$ cat src/rtl/fpsr_pkg.sv
// Package: field positions and constants of the FP status word.
// Assumes a 32-bit word; all three five-bit fields share one bit order.
package fpsr_pkg;
    localparam int WORD_W   = 32;
    localparam int NIND     = 5;
    localparam int RM_LO    = 0;
    localparam int RM_W     = 2;
    localparam int FLAG_LO  = 2;
    localparam int EN_LO    = 7;
    localparam int CAUSE_LO = 12;
    localparam int DN_BIT   = 18;
    localparam int CODE_W   = 12;
    localparam logic [WORD_W-1:0] WR_MASK  = 32'h003F_FFFF;
    localparam logic [RM_W-1:0]   RM_RTZ   = 2'b01;
    localparam logic [CODE_W-1:0] EXC_CODE = 12'h120;
endpackage

$ cat src/rtl/fpsr_field_place.sv
// Module: places an indication vector at a field position in a word.
// Assumes LO + NIND <= WORD_W. The result is combinational only.
module fpsr_field_place #(
    parameter int WORD_W = 32,
    parameter int NIND   = 5,
    parameter int LO     = 2
) (
    input  logic [NIND-1:0]   ind,
    output logic [WORD_W-1:0] placed
);
    // One bit per indication, all other bits zero
    for (genvar k = 0; k < WORD_W; k++) begin : g_bit
        if (k >= LO && k < LO + NIND) begin : g_in
            assign placed[k] = ind[k-LO];
        end else begin : g_out
            assign placed[k] = 1'b0;
        end
    end
endmodule

$ cat src/rtl/fpsr_update.sv
// Module: computes the next status word and the trap decision.
// Assumes the software write already has priority outside this block.
module fpsr_update
    import fpsr_pkg::*;
(
    input  logic [WORD_W-1:0] cur,
    input  logic              op_done,
    input  logic              op_is_cmp,
    input  logic              cmp_unord,
    input  logic [NIND-1:0]   exc_ind,
    output logic [WORD_W-1:0] nxt,
    output logic              trap
);
    localparam logic [WORD_W-1:0] FLAG_FIELD = {{(WORD_W-NIND){1'b0}}, {NIND{1'b1}}} << FLAG_LO;

    logic [WORD_W-1:0] flag_bits;
    logic [WORD_W-1:0] cause_bits;
    logic              take;
    logic              any_ind;
    logic [NIND-1:0]   cause_new;
    logic [NIND-1:0]   enables;

    fpsr_field_place #(.WORD_W(WORD_W), .NIND(NIND), .LO(FLAG_LO))  u_flag  (.ind(exc_ind), .placed(flag_bits));
    fpsr_field_place #(.WORD_W(WORD_W), .NIND(NIND), .LO(CAUSE_LO)) u_cause (.ind(exc_ind), .placed(cause_bits));

    // Decide whether this completion touches the word at all
    always_comb begin
        take    = op_done && (!op_is_cmp || cmp_unord);
        any_ind = |exc_ind;
    end

    // Build the next word and the trap decision
    always_comb begin
        nxt = cur;
        if (take) begin
            nxt = (cur & ~FLAG_FIELD) | flag_bits;
            if (any_ind) begin
                nxt = nxt | cause_bits;
            end
        end
        cause_new = nxt[CAUSE_LO +: NIND];
        enables   = nxt[EN_LO +: NIND];
        trap      = take && any_ind && (|(cause_new & enables));
    end
endmodule

$ cat src/rtl/fpsr_mode_decode.sv
// Module: decodes the rounding and flush controls from the status word.
// Assumes only one encoding of the mode field selects round-to-zero.
module fpsr_mode_decode
    import fpsr_pkg::*;
(
    input  logic [WORD_W-1:0] word,
    output logic              rtz,
    output logic              ftz
);
    // Continuous decode of the mode controls
    always_comb begin
        rtz = (word[RM_LO +: RM_W] == RM_RTZ);
        ftz = word[DN_BIT];
    end
endmodule

$ cat src/rtl/fpu_status_ctrl.sv
// Module: floating-point status register with trap request.
// Assumes at most one operation completion per cycle. A software write wins
// over an operation in the same cycle. The request is registered, one pulse.
module fpu_status_ctrl
    import fpsr_pkg::*;
(
    input  logic              clk,
    input  logic              rst_n,
    input  logic              wr_en,
    input  logic [31:0]       wr_data,
    input  logic              op_done,
    input  logic              op_is_cmp,
    input  logic              cmp_unord,
    input  logic [4:0]        exc_ind,
    output logic [31:0]       status,
    output logic              round_to_zero,
    output logic              flush_to_zero,
    output logic              exc_req,
    output logic [11:0]       exc_code
);
    logic [WORD_W-1:0] word_q;
    logic [WORD_W-1:0] word_upd;
    logic              trap_upd;
    logic              req_q;

    fpsr_update u_upd (
        .cur(word_q), .op_done(op_done), .op_is_cmp(op_is_cmp),
        .cmp_unord(cmp_unord), .exc_ind(exc_ind), .nxt(word_upd), .trap(trap_upd)
    );

    fpsr_mode_decode u_dec (.word(word_q), .rtz(round_to_zero), .ftz(flush_to_zero));

    // Status word register: reset, then software write, then operation update
    always_ff @(posedge clk) begin
        if (!rst_n) begin
            word_q <= '0;
            req_q  <= 1'b0;
        end else if (wr_en) begin
            word_q <= wr_data & WR_MASK;
            req_q  <= 1'b0;
        end else begin
            word_q <= word_upd;
            req_q  <= trap_upd;
        end
    end

    // Drive outputs
    always_comb begin
        status   = word_q;
        exc_req  = req_q;
        exc_code = req_q ? EXC_CODE : '0;
    end
endmodule

$ cat config.mk
export PLATFORM = sky130hd
export DESIGN_NAME = fpu_status_ctrl
export DESIGN_NICKNAME = d
export VERILOG_FILES = /design/src/rtl/fpsr_pkg.sv /design/src/rtl/fpsr_field_place.sv /design/src/rtl/fpsr_update.sv /design/src/rtl/fpsr_mode_decode.sv /design/src/rtl/fpu_status_ctrl.sv
export SDC_FILE = /design/constraint.sdc
export NUM_CORES = 1
export LEC_CHECK = 0
export BUFFER_PORTS_ARGS = -buffer_cell sky130_fd_sc_hd__buf_2
export CAP_MARGIN = 20
export CORE_MARGIN = 4
export CORE_UTILIZATION = 40
export CTS_BUF_LIST = sky130_fd_sc_hd__clkbuf_2
export DETAILED_ROUTE_END_ITERATION = 8
export PLACE_DENSITY = 0.81
export SLEW_MARGIN = 20
export SYNTH_ARGS = -nofsm -noshare
export SYNTH_HDL_FRONTEND = slang
export SYNTH_SLANG_ARGS = --single-unit
$ cat constraint.sdc
create_clock -name clk -period 1.45 [get_ports clk]
set_clock_uncertainty 0.1 [all_clocks]
set_input_delay 0.0725 -clock clk [delete_from_list [all_inputs] [get_ports clk]]
set_output_delay 0.0725 -clock clk [all_outputs]
set_load 0.03 [all_outputs]
==> summary.txt <==
Worst hold path
  – Worst hold path type: input port to flip-flop

Synth
  – Syn_area_per_cell: roughly 9.5 µm²
  – Synth unique cells: 23
  – Synthesized area: ~1200 µm²
  – Dominant cells by area after synthesis: dfxtp_1, buf_4, mux2i_1, nor2b_1, a21boi_0
  – FF+latch count, synth: 23
  – Sequential area share after synthesis: between 30% and 40%
  – Share of the synthesized area in the top cell type: 39.70%
  – Total number of yosys warnings: 0
  – Post-Syn Instances: 122
  – Largest area contributor in the netlist: dfxtp_1

Floorplanning
  – Die Wd: 61.85 µm
  – IO Count: 90
  – Row cnt: 19
  – Initial Utilization: between 40% and 50%
  – DIE HEIGHT: slightly above 60 µm
  – Core box area: between 2000 and 3000 µm²
  – Overall die area: around 3800 µm²

Worst setup path
  – Required @ worst endpoint: roughly 1600 ps
  – Worst Path Class, Setup: flip-flop to flip-flop
  – CP Launch Type: flip-flop
  – Worst Path Max Fanout: 2
  – Critical path capture point type: flip-flop
  – Arr. time, crit path: between 1000 and 1500 ps

Routing
  – First-pass DRT Iterations: 3
  – Starting DRT DRC Count: 17
  – Residual DRC: 0
  – Post-route ant nets: 0
  – WL final: 3.117 mm
  – WL/cell: 13.26 µm
  – Vias per cell: around 4.5
  – Via count: about 1.1k

STA
  – RSZ-0062 raised after global routing: no
  – Tmin final: approximately 1300 ps
  – Slew Limit Fails: 0
  – FMAX: about 0.75 GHz
  – Final Hold Viols: 0
  – Endpoints failing setup: 0
  – Share of the clock period used by the worst path after layout: between 90 and 100%
  – Total negative slack: 0 ps

Global route
  – Vias in the first global route: around 1.1k
  – Tot GR Track Use: approximately 16%
  – First-pass GRT wire length: around 4.7 mm
  – Largest net degree at the start of global routing: 23
  – Initial antenna violation count: 0
  – Grt total ovfl: 0

Pwr
  – Static leakage: 0.0008810 µW
  – Tot Pwr: between 1000 and 1500 µW
  – PD cells: 840.4 nW/µm²
  – Worst VDD drop: a little under 0.7 mV

Place
  – Hpwl dp: 2.122 mm
  – RD Place Congestion: 0.7786
  – Inst Count DP: between 200 and 250
  – Port Buf Inserts: 59

Finish
  – Antenna diodes: 0
  – Net total in the final layout: between 200 and 250
  – Commonest cells after routing, fill and taps aside: buf_2, dlygate4sd3_1, dfxtp_1
  – Fin util: about three fifths
  – Share of cells above drive strength 1: ~37%
  – Commonest non-fill, non-tap cell in the layout: buf_2
  – Finished Layout Cells: around 240
  – Area Growth Syn to Fin: 43.69%
  – Filler Cells Inserted: about 260

Clock tree
  – CTS root buffer: clkbuf_2
  – Htree depth: 1
  – TritonCTS clock tree: yes
  – PostCTS Resize Cnt: 0
  – Total CTS buffers: 3
  – Clock sink total: 23
  – Clock Path Buffers: 2
  – Worst-path clk slew: ~230 ps
  – Clk Latency, worst-skew pair: 320 ps

Job
  – MaxCap Viol Count: 0

Run status
  – Outcome: complete, no violations
## sequential cells by signal, indices dropped and copies added (netlist names)
signal	cells
status	22
exc_req	1
## worst max-delay path: stages (launching register included)
cell	delay, ps
dfxtp_1	370
mux2i_1	140
a21oi_1	80
dlygate4sd3_1	570
## synth_stat cells, drive strengths merged
cell type / count
a21oi: 4
or4b: 1
a22oi: 2
nand2: 10
or4: 1
mux2i: 14
inv: 1
dfxtp: 23
nor2: 1
and3: 3
nor2b: 13
o21ai: 5
buf: 25
a211o: 2
o211a: 2
a31oi: 1
a31o: 4
clkbuf: 3
nand2b: 1
a21boi: 5
conb: 1
## layout make-up
type                            instances  area, µm²  share of cell area, %
Clock buffer                            3      15.01                 0.9009
Clock inverter                          1      5.005                 0.3003
Inverter                                1      3.754                 0.2252
Multi-Input combinational cell         89      573.1                  34.38
Sequential cell                        23      460.4                  27.63
Tap cell                               31      38.79                  2.327
Timing Repair Buffer                   87      570.5                  34.23
## metal layers
metal | routed length [µm] | share of wire, % | vias up | global-route usage, %
met3 | 373 | 12 | 0 | 4.132
met4 | 0 | 0 | 0 | 2.424
met1 | 1197 | 38 | 470 | 18.40
li1 | - | - | 538 | -
met2 | 1546 | 50 | 56 | 31.24
met5 | 0 | 0 | - | 0
## worst paths after layout
| path | from | end | slack, ps | depth (start not counted) |
|---|---|---|---|---|
| setup / recovery | status[2] | status[2] | 120 | 3 |
| hold / removal | exc_ind[0] | exc_req | 20 | 4 |
| setup reg to reg | status[2] | status[2] | 120 | 3 |
| hold reg to reg | status[6] | status[6] | 440 | 2 |
## cell families (layout without fill, tap and decap cells)
logic type | Yosys count | in the layout | synth area share [%]
flip-flops | 23 | 23 | 39.70
multiplexers | 14 | 14 | 12.08
AND/OR/NAND/NOR | 30 | 30 | 15.43
AO/OA/AOI/OAI | 25 | 25 | 15.43
buffers and inverters | 29 | 92 | 17.04
other | 1 | 20 | 0.3233
## stage by stage
step,worst slack [ps],instance area [µm²],hold slack [ps]
6_report,124.5,1667,24.63
3_5_place_dp,153.3,1386,205.6
3_3_place_gp,185.7,1386,196.5
5_1_grt,50.04,1667,3.922
4_1_cts,104.6,1667,7.500
2_1_floorplan,268.0,1231,110.3
## where the power goes
group | internal, µW | leakage, µW | switching, µW
registers | 674 | 0.000190 | 23.4
logic | 173 | 0.000674 | 268
clock network | 62.6 | 0.0000164 | 199
## timing repair
action,CTS,global route
hold buffers,26,0
setup buffers,0,0
hold endpoints to repair,23,0
No activity file was read; power rests on OpenSTA's default activity.
